File: config.mk
export PLATFORM = sky130hd
export DESIGN_NAME = cmr_top
export DESIGN_NICKNAME = d
export VERILOG_FILES = /design/src/rtl/cmr_pkg.sv /design/src/rtl/cmr_seg_reg.sv /design/src/rtl/cmr_mask1_bank.sv /design/src/rtl/cmr_mask_view.sv /design/src/rtl/cmr_top.sv
export SDC_FILE = /design/constraint.sdc
export NUM_CORES = 1
export LEC_CHECK = 0
export ABC_AREA = 1
export BUFFER_PORTS_ARGS = -buffer_cell sky130_fd_sc_hd__buf_2
export CORE_MARGIN = 8
export CORE_UTILIZATION = 49
export DETAILED_ROUTE_END_ITERATION = 10
export PLACE_DENSITY = 0.73
export SKIP_LAST_GASP = 1
export SLEW_MARGIN = 20
export SYNTH_ARGS = -nofsm -noshare
export SYNTH_HDL_FRONTEND = slang
export SYNTH_SLANG_ARGS = --single-unit
File: constraint.sdc
create_clock -name clk -period 3.45 [get_ports clk]
set_input_delay 1.035 -clock clk [delete_from_list [all_inputs] [get_ports clk]]
set_output_delay 1.035 -clock clk [all_outputs]
set_load 0.05 [all_outputs]
File: src/rtl/cmr_pkg.sv
package cmr_pkg;
    parameter int DATA_W    = 64;
    parameter int SEG_W     = 16;
    parameter int NSEG      = DATA_W / SEG_W;
    parameter int SEG_IDX_W = $clog2(NSEG);

    typedef enum logic [1:0] {TGT_CMP = 2'd0, TGT_M1 = 2'd1, TGT_M2 = 2'd2, TGT_NONE = 2'd3} tgt_e;
    typedef enum logic [1:0] {SH_NONE = 2'd0, SH_RIGHT = 2'd1, SH_LEFT = 2'd2, SH_RSVD = 2'd3} shift_e;
    typedef enum logic [1:0] {MSEL_NONE = 2'd0, MSEL_M1 = 2'd1, MSEL_M2 = 2'd2, MSEL_RSVD = 2'd3} msel_e;

    typedef struct packed {
        logic                 en;
        logic [SEG_IDX_W-1:0] seg;
        logic [SEG_W-1:0]     data;
    } seg_wr_t;

    // Shift inside the compare part [0 .. top]; bits above top are kept.
    // wrap=1 rotates, wrap=0 replicates the edge bit.
    function automatic logic [DATA_W-1:0] shift_part(
        input logic [DATA_W-1:0] v,
        input logic [1:0]        code,
        input logic              right,
        input logic              wrap
    );
        logic [DATA_W-1:0] res;
        int                top;
        top = (int'(code) + 1) * SEG_W - 1;
        res = v;
        for (int i = 0; i < DATA_W; i++) begin
            if (i <= top) begin
                if (right) begin
                    if (i == top) res[i] = wrap ? v[0] : v[top];
                    else          res[i] = v[(i + 1) % DATA_W];
                end else begin
                    if (i == 0)   res[i] = wrap ? v[top] : v[0];
                    else          res[i] = v[(i + DATA_W - 1) % DATA_W];
                end
            end
        end
        return res;
    endfunction

    function automatic logic [DATA_W-1:0] pick_mask(
        input msel_e             sel,
        input logic [DATA_W-1:0] m1,
        input logic [DATA_W-1:0] m2
    );
        case (sel)
            MSEL_M1: return m1;
            MSEL_M2: return m2;
            default: return '0;
        endcase
    endfunction
endpackage

File: src/rtl/cmr_seg_reg.sv
module cmr_seg_reg
    import cmr_pkg::*;
#(
    parameter bit SHIFTABLE = 1'b1,
    parameter bit WRAP      = 1'b1
) (
    input  logic              clk,
    input  logic              rst,
    input  seg_wr_t           wr,
    input  shift_e            sh,
    input  logic [1:0]        cam_code,
    output logic [DATA_W-1:0] q
);
    logic [DATA_W-1:0] wr_val;
    logic [DATA_W-1:0] nxt;

    always_comb begin
        wr_val = q;
        wr_val[wr.seg*SEG_W +: SEG_W] = wr.data;
    end

    generate
        if (SHIFTABLE) begin : g_shift
            always_comb begin
                nxt = q;
                if (wr.en)                nxt = wr_val;
                else if (sh == SH_RIGHT)  nxt = shift_part(q, cam_code, 1'b1, WRAP);
                else if (sh == SH_LEFT)   nxt = shift_part(q, cam_code, 1'b0, WRAP);
            end
        end else begin : g_fixed
            logic unused_in;
            assign unused_in = ^{sh, cam_code};
            always_comb nxt = wr.en ? wr_val : q;
        end
    endgenerate

    always_ff @(posedge clk) begin
        if (rst) q <= '0;
        else     q <= nxt;
    end
endmodule

File: src/rtl/cmr_mask1_bank.sv
module cmr_mask1_bank
    import cmr_pkg::*;
(
    input  logic              clk,
    input  logic              rst,
    input  seg_wr_t           wr,
    input  logic              bank_wr,
    input  logic              bank_val,
    output logic [DATA_W-1:0] act_q
);
    localparam int NCOPY = 2;

    logic                act;
    logic [DATA_W-1:0]   copy_q [NCOPY];

    generate
        for (genvar c = 0; c < NCOPY; c++) begin : g_copy
            seg_wr_t cw;
            always_comb begin
                cw    = wr;
                cw.en = wr.en && (act == c[0]);
            end
            cmr_seg_reg #(.SHIFTABLE(1'b0), .WRAP(1'b0)) u_reg (
                .clk      (clk),
                .rst      (rst),
                .wr       (cw),
                .sh       (SH_NONE),
                .cam_code (2'b00),
                .q        (copy_q[c])
            );
        end
    endgenerate

    always_ff @(posedge clk) begin
        if (rst)          act <= 1'b0;
        else if (bank_wr) act <= bank_val;
    end

    assign act_q = copy_q[act];
endmodule

File: src/rtl/cmr_mask_view.sv
module cmr_mask_view
    import cmr_pkg::*;
(
    input  msel_e             cmp_sel,
    input  msel_e             merge_sel,
    input  logic [DATA_W-1:0] m1,
    input  logic [DATA_W-1:0] m2,
    input  logic [DATA_W-1:0] merge_dst,
    input  logic [DATA_W-1:0] merge_src,
    output logic [DATA_W-1:0] cmp_enable,
    output logic [DATA_W-1:0] merge_out
);
    logic [DATA_W-1:0] cmask;
    logic [DATA_W-1:0] wmask;

    always_comb begin
        cmask      = pick_mask(cmp_sel, m1, m2);
        wmask      = pick_mask(merge_sel, m1, m2);
        cmp_enable = ~cmask;
        merge_out  = (merge_src & ~wmask) | (merge_dst & wmask);
    end
endmodule

File: src/rtl/cmr_top.sv
module cmr_top
    import cmr_pkg::*;
(
    input  logic                  clk,
    input  logic                  rst,
    input  logic                  wr_en,
    input  logic [1:0]            wr_tgt,
    input  logic [SEG_IDX_W-1:0]  wr_seg,
    input  logic [SEG_W-1:0]      wr_data,
    input  logic [1:0]            rd_tgt,
    input  logic [SEG_IDX_W-1:0]  rd_seg,
    output logic [SEG_W-1:0]      rd_data,
    input  logic [1:0]            shift_op,
    input  logic                  shift_tgt,
    input  logic [1:0]            cam_code,
    input  logic                  bank_wr,
    input  logic                  bank_val,
    input  logic [1:0]            cmp_mask_sel,
    input  logic [1:0]            merge_sel,
    input  logic [DATA_W-1:0]     merge_dst,
    input  logic [DATA_W-1:0]     merge_src,
    output logic [DATA_W-1:0]     cmp_value,
    output logic [DATA_W-1:0]     cmp_enable,
    output logic [DATA_W-1:0]     merge_out
);
    seg_wr_t           wr_cmp, wr_m1, wr_m2;
    shift_e            sh_cmp, sh_m2, sh_req;
    logic [DATA_W-1:0] m1_q, m2_q, rd_reg;

    always_comb begin
        wr_cmp = '{en: wr_en && (tgt_e'(wr_tgt) == TGT_CMP), seg: wr_seg, data: wr_data};
        wr_m1  = '{en: wr_en && (tgt_e'(wr_tgt) == TGT_M1),  seg: wr_seg, data: wr_data};
        wr_m2  = '{en: wr_en && (tgt_e'(wr_tgt) == TGT_M2),  seg: wr_seg, data: wr_data};
        sh_req = wr_en ? SH_NONE : shift_e'(shift_op);
        sh_cmp = (shift_tgt == 1'b0) ? sh_req : SH_NONE;
        sh_m2  = (shift_tgt == 1'b1) ? sh_req : SH_NONE;
    end

    cmr_seg_reg #(.SHIFTABLE(1'b1), .WRAP(1'b1)) u_cmp (
        .clk(clk), .rst(rst), .wr(wr_cmp), .sh(sh_cmp), .cam_code(cam_code), .q(cmp_value)
    );

    cmr_seg_reg #(.SHIFTABLE(1'b1), .WRAP(1'b0)) u_m2 (
        .clk(clk), .rst(rst), .wr(wr_m2), .sh(sh_m2), .cam_code(cam_code), .q(m2_q)
    );

    cmr_mask1_bank u_m1 (
        .clk(clk), .rst(rst), .wr(wr_m1), .bank_wr(bank_wr), .bank_val(bank_val), .act_q(m1_q)
    );

    cmr_mask_view u_view (
        .cmp_sel    (msel_e'(cmp_mask_sel)),
        .merge_sel  (msel_e'(merge_sel)),
        .m1         (m1_q),
        .m2         (m2_q),
        .merge_dst  (merge_dst),
        .merge_src  (merge_src),
        .cmp_enable (cmp_enable),
        .merge_out  (merge_out)
    );

    always_comb begin
        case (tgt_e'(rd_tgt))
            TGT_CMP: rd_reg = cmp_value;
            TGT_M1:  rd_reg = m1_q;
            TGT_M2:  rd_reg = m2_q;
            default: rd_reg = '0;
        endcase
        rd_data = rd_reg[rd_seg*SEG_W +: SEG_W];
    end
endmodule

==> Yosys cells after proc, flatten, opt, wreduce, memory -nomap -nowiden <==
Index checks and enable logic that the tools add are counted.
{ "word_totals": {"ff_bits": 257, "in_bits": 166, "output_inout_bits": 208} }
{ "classes": {"addsub": 3, "order_cmp": 66, "n_eq_ne": 208, "n_shift": 3, "n_mux": 407, "bitwise_logic": 7, "reduce_logical": 201} }
{ "op_table": {"columns": ["operator", "count"], "rows": [
  ["equality test 7 x 32 -> 1 bit, first input constant", 32],
  ["less-or-equal comparator 7 x 32 -> 1 bit, first input constant", 32],
  ["2-to-1 mux 64 bit", 9],
  ["equality test 6 x 32 -> 1 bit, first input constant", 16],
  ["less-or-equal comparator 6 x 32 -> 1 bit, first input constant", 16],
  ["!= test 3 x 2 -> 1 bit, second input constant", 133],
  ["2-to-1 mux 1 bit", 386],
  ["bitwise mux 64 bit", 4],
  ["equality test 5 x 32 -> 1 bit, first input constant", 8],
  ["less-or-equal comparator 5 x 32 -> 1 bit, first input constant", 8],
  ["case mux 64 bit (2 select lines)", 2],
  ["AND reduction 3 bit", 67],
  ["case mux 64 bit (3 select lines)", 1],
  ["bitwise AND 64 bit", 2],
  ["equality test 4 x 32 -> 1 bit, first input constant", 4],
  ["less-or-equal comparator 4 x 32 -> 1 bit, first input constant", 4],
  ["inverter 64 bit", 2],
  ["nonzero test 2 bit", 63],
  ["AND reduction 2 bit", 61],
  ["equality test 3 x 32 -> 1 bit, first input constant", 2],
  ["less-or-equal comparator 3 x 32 -> 1 bit, first input constant", 2],
  ["bitwise OR 64 bit", 1],
  ["variable shift 16 x 34 -> 64 bit, first input constant", 1],
  ["indexed part select 16 x 34 -> 64 bit", 1],
  ["19 further kinds", 38]
]} }

==> Depth between registers and ports, before layout <==
{ "logic_depth": {"depth_word": 9, "ltp_mapped": 14, "mapped_depth_nobuf": 12} }

==> Hierarchy <==
From an unflattened synthesis, not the netlist that was laid out.
{ "hier_totals": {"cells_unflattened": 3741, "area_unflattened_um2": 20367.0} }
{ "modules_own_cells": {"columns": ["mod", "instances", "cells_per_inst", "area_per_inst_um2"], "rows": [
  ["cmr_seg_reg at u_cmp", 1, 794, 4408.0],
  ["cmr_seg_reg at u_m2", 1, 717, 4144.0],
  ["cmr_mask_view", 1, 762, 3251.9],
  ["cmr_seg_reg at u_m1.g_copy[0].u_reg", 1, 390, 2695.1],
  ["cmr_seg_reg at u_m1.g_copy[1].u_reg", 1, 378, 2667.6],
  ["cmr_top", 1, 482, 2234.6],
  ["cmr_mask1_bank", 1, 218, 965.9]
]} }

==> Worst setup path after synthesis <==
No wires, ideal clock.
{ "synth_path": {"path_kind": "input to output", "start": "in merge_sel[0]", "end": "out merge_out[10]", "t_arrival_ps": 2403, "required_ps": 2415, "setup_slack_ps": 12, "cell_stages": 7, "n_path_buf": 2, "path_cell_list": "inv_1 > ha_1 > inv_1 > clkbuf_1 > buf_1 > nand3_1 > nand2_1"} }
{ "synth_between": {"elab_chain_len": 5, "elab_cells_between_ends": 7, "classes_between": "eq/ne (2); mux (1); bitwise (4)"} }
{ "synth_lines": {"columns": ["item", "line", "rtl"], "rows": [
  ["from (decl)", "cmr_top.sv:19", "input logic [1:0] merge_sel,"],
  ["equality test 2 bit or equality test 2 x 1 -> 1 bit (tied branches)", "cmr_pkg.sv:48", "case (sel)"],
  ["case mux 64 bit (2 select lines) *", "cmr_pkg.sv:48", null],
  ["inverter 64 bit", "cmr_mask_view.sv:20", "merge_out = (merge_src & ~wmask) | (merge_dst & wmask);"],
  ["bitwise AND 64 bit", "cmr_mask_view.sv:20", null],
  ["bitwise OR 64 bit *", "cmr_mask_view.sv:20", null],
  ["to (decl)", "cmr_top.sv:24", "output logic [DATA_W-1:0] merge_out"]
]} }
Mark *: on every way between the ends. The rest lies on a longest branch, timed or not.

==> Worst setup path in the final report <==
{ "layout_path": {"start": "reg u_m1.act", "end": "out rd_data[2]"} }
{ "layout_between": {"elab_chain_len": 6} }
{ "layout_lines": {"columns": ["item", "line", "rtl"], "rows": [
  ["from (decl)", "cmr_mask1_bank.sv:13", "logic act;"],
  ["from (signal assigned)", "cmr_mask1_bank.sv:36", "else if (bank_wr) act <= bank_val;"],
  ["inverter 1 -> 2 bit (not written as such)", "cmr_mask1_bank.sv:39", "assign act_q = copy_q[act];"],
  ["2-to-1 mux 64 bit (not written as such) (3 in series)", "cmr_mask1_bank.sv:39", null],
  ["case mux 64 bit (3 select lines)", "cmr_top.sv:63", "case (tgt_e'(rd_tgt))"],
  ["indexed part select 64 x 7 -> 16 bit", "cmr_top.sv:69", "rd_data = rd_reg[rd_seg*SEG_W +: SEG_W];"],
  ["to (decl)", "cmr_top.sv:12", "output logic [SEG_W-1:0] rd_data,"]
]} }
Every way passes these cells. The select of a mux whose other input is x is not followed.

==> impl_results.md <==
* Vias per cell at ~6
* GR Overflow Total at 0
* Total iterations of the first detailed-routing run at 6
* Tightest Pin Transition at 0.957 ns
* Pwr Density at approximately 420 nW/µm²
* Req. time, crit path at roughly 2.4 ns
* Yosys warning total at 0
* Total power at 0.00940 W
* Gp weighted congestion at between 1 and 1.5
* Final hold violation count at 0
* Avg Inst Size Synth at 5.89 µm²
* Row count at 70
* Fmax at around 0.28 GHz
* WS Path Type: reg -> out
* Post-DR wirelength/cell at around 25 µm
* Cells after Synth at 3046
* Wire length on met1 at 33.9 mm
* H-tree depth at 1
* Die width at 207 µm
* P_leak at 9.47 nW
* Critical Path AT at about 2.5 ns
* Seq cells post-synth at 257
* Layout area overhead at 25.2%
* NumNets Final at 3550
* Critical path buffer and inverter count at 4
* Clock Pin Slew Worst Setup and Hold Paths at 0.06 ns
* Largest net degree at the start of global routing at 158
* DP Area at a little over 20000 µm²
* Initial antenna violation count at 1
* Fin Setup TNS at -0.353 ns
* Cell area after synthesis at 17900 µm²
* Max Slew Vio Count at 0
* Area leader, netlist: dfxtp_1
* Vias in the first global route at between 20000 and 25000
* Top Layer Used: met4
* Max incr delay on CP at 0.45 ns
* Initial Util at 49.3%
* # fillers at 3586
* Num CTS Buffers at 29
* DR WL met3 at between 10 and 15 mm
* Layout cells sized above 1 at a little over a fifth
* Final worst-path cycle share at 103%
* Peak supply drop at 0.000417 V
* Status: complete, but fails checks
* DRC at 0
* Die height at 207 µm
* First-pass GRT wire length at 137 mm
* CP Launch Type: flip-flop
* Critical path peak fanout at 18
* CP Capture Type: primary output
* Aggregate global-route resource usage at 41.0%
* Die area at 43000 µm²
* Post-synthesis cell type count at 37
* CTS tree: built
* Final setup fails at 8
* Iter 0 DRT Violations at roughly 3400
* Final worst path period need at 3.56 ns
* Unrepaired setup endpoints after global routing: true
* Area share of the largest cell type after synthesis at 28.7%
* Clock sink count at 257
* Metal2 WL at between 40 and 50 mm
* Cell Chain, Critical Path: inv_6 -> clkbuf_16 -> o21ai_2 -> nor3_1 -> buf_4 -> o21ai_1 -> nand2_1 -> buf_6
* WL final at 95.0 mm
* Max cap viols at 0
* Antenna Violating Nets Remaining at 0
* Net Count, Synth at between 3000 and 4000
* HPWL Detailed at about 71 mm
* Tightest Hold Check Type: reg -> reg
* Register area share after synthesis at between 20% and 30%
* Clock buffer depth at 3
* Core Region at 36300 µm²
* Skew final at 0.00845 ns
* Synth top area cells: dfxtp_1, nand2_1, nor2_1
* Setup WS post-layout at -0.112 ns
* Vias at 23400
* Final instance area at 22500 µm²
* Worst-Skew Late Latency at 0.58 ns
* Post-Route Hold Slack at about 0.46 ns
* Clk root buf: clkbuf_16
* CP delay by family, top: buffers and inverters
* IO buf count at 373
* Slew HR at 36.1%
* I/O pins at 374
* Critical Path Slowest Stage Cell: dfxtp_4
* Failing checks: setup timing
-- metrics by stage --
step	setup slack [ns]	std cells	util (%)
6_report	-0.112	3858	61.8
2_1_floorplan	0.0116	3046	-
3_3_place_gp	-0.146	3791	56.9
4_1_cts	-0.157	3851	59.9
3_5_place_dp	-0.0817	3791	56.9
5_1_grt	-0.0939	3857	61.8
-- worst paths after layout --
path                               from                         end  slack, ns  depth (start not counted)
max                            u_m1.act                  rd_data[2]      -0.11                          8
min reg2reg  u_m1.g_copy[0].u_reg.q[40]  u_m1.g_copy[0].u_reg.q[40]       0.46                          2
max reg2reg                    u_m1.act  u_m1.g_copy[1].u_reg.q[43]       1.16                          8
min          u_m1.g_copy[0].u_reg.q[40]  u_m1.g_copy[0].u_reg.q[40]       0.46                          2
-- registers in the layout, indices dropped and copies added, names as in the netlist --
signal	cells
u_m2.q	64
u_m1.act	1
u_cmp.q	64
u_m1.g_copy.u_reg.q	128
-- cell type report --
| type | instances | area [µm²] | share of cell area [%] |
|---|---|---|---|
| diodes | 1 | 2.50 | 0.0111 |
| clock buffers | 34 | 785 | 3.49 |
| clock inverters | 20 | 185 | 0.824 |
| inverters | 253 | 962 | 4.28 |
| multi-input cells | 2316 | 11200 | 49.9 |
| flip-flops and latches | 257 | 5150 | 22.9 |
| well taps | 468 | 586 | 2.61 |
| repair buffers | 509 | 3580 | 15.9 |
-- cell usage after synthesis, drive strengths merged --
library cell / instances
nand2: 935
o21ai: 331
nor2: 325
dfxtp: 257
inv: 253
nand3: 213
a21oi: 188
o22ai: 128
buf: 124
nor3: 106
clkbuf: 96
o211ai: 29
ha: 18
a211oi: 17
or2: 12
a31oi: 8
nand4: 5
a22oi: 1
-- timing repair --
item,in CTS,in global routing
hold buffers,0,0
setup buffers,5,1
gates resized for setup,19,164
endpoints found under the setup margin,42,76
pin swaps,3,22
cloned,1,6
-- per-layer routing --
| layer | track usage [%] | vias up |
|---|---|---|
| met5 | 0 | - |
| met1 | 47.7 | 10700 |
| li1 | - | 10700 |
| met2 | 64.9 | 1602 |
| met4 | 34.2 | 0 |
| met3 | 8.05 | 373 |
-- cells in the final DEF, fill, tap and decap left out, drive strengths merged --
master    synthesis  layout
nor2            325     325
or2              12      12
ha               18      18
nand4             5       5
nand2           935     935
a211oi           17      17
a31oi             8       8
nor3            106     106
a22oi             1       1
bufinv            0       2
clkinvlp          0       5
buf             124     479
diode             0       1
dfxtp           257     257
clkbuf           96      63
o21ai           331     331
clkinv            0      14
bufbuf            0       1
inv             253     252
o22ai           128     128
a21oi           188     188
o211ai           29      29
nand3           213     213
-- power breakdown --
| group | total (W) | switching (W) | internal [W] |
|---|---|---|---|
| Clock | 0.00319 | 0.00140 | 0.00179 |
| Sequential | 0.00344 | 0.000320 | 0.00312 |
| Combinational | 0.00277 | 0.00197 | 0.000795 |
-- kinds of logic (layout without fill, tap and decap cells) --
group                      Yosys count  count (layout)  synth area share (%)
adders and majority gates           18              18                  1.26
and+or+nand+nor                   1596            1596                  37.5
other                                0               1                     0
buffers and inverters              473             816                  10.9
AOI/OAI and AO/OA                  702             702                  21.7
DFF                                257             257                  28.7
-- worst min-delay path: cells and delay by family (launching register included) --
kind / cells / cell delay (ns)
buf+inv: 1 / 0.06
flops: 1 / 0.30
compound gates: 1 / 0.05
No activity file was read; power rests on OpenSTA's default activity.
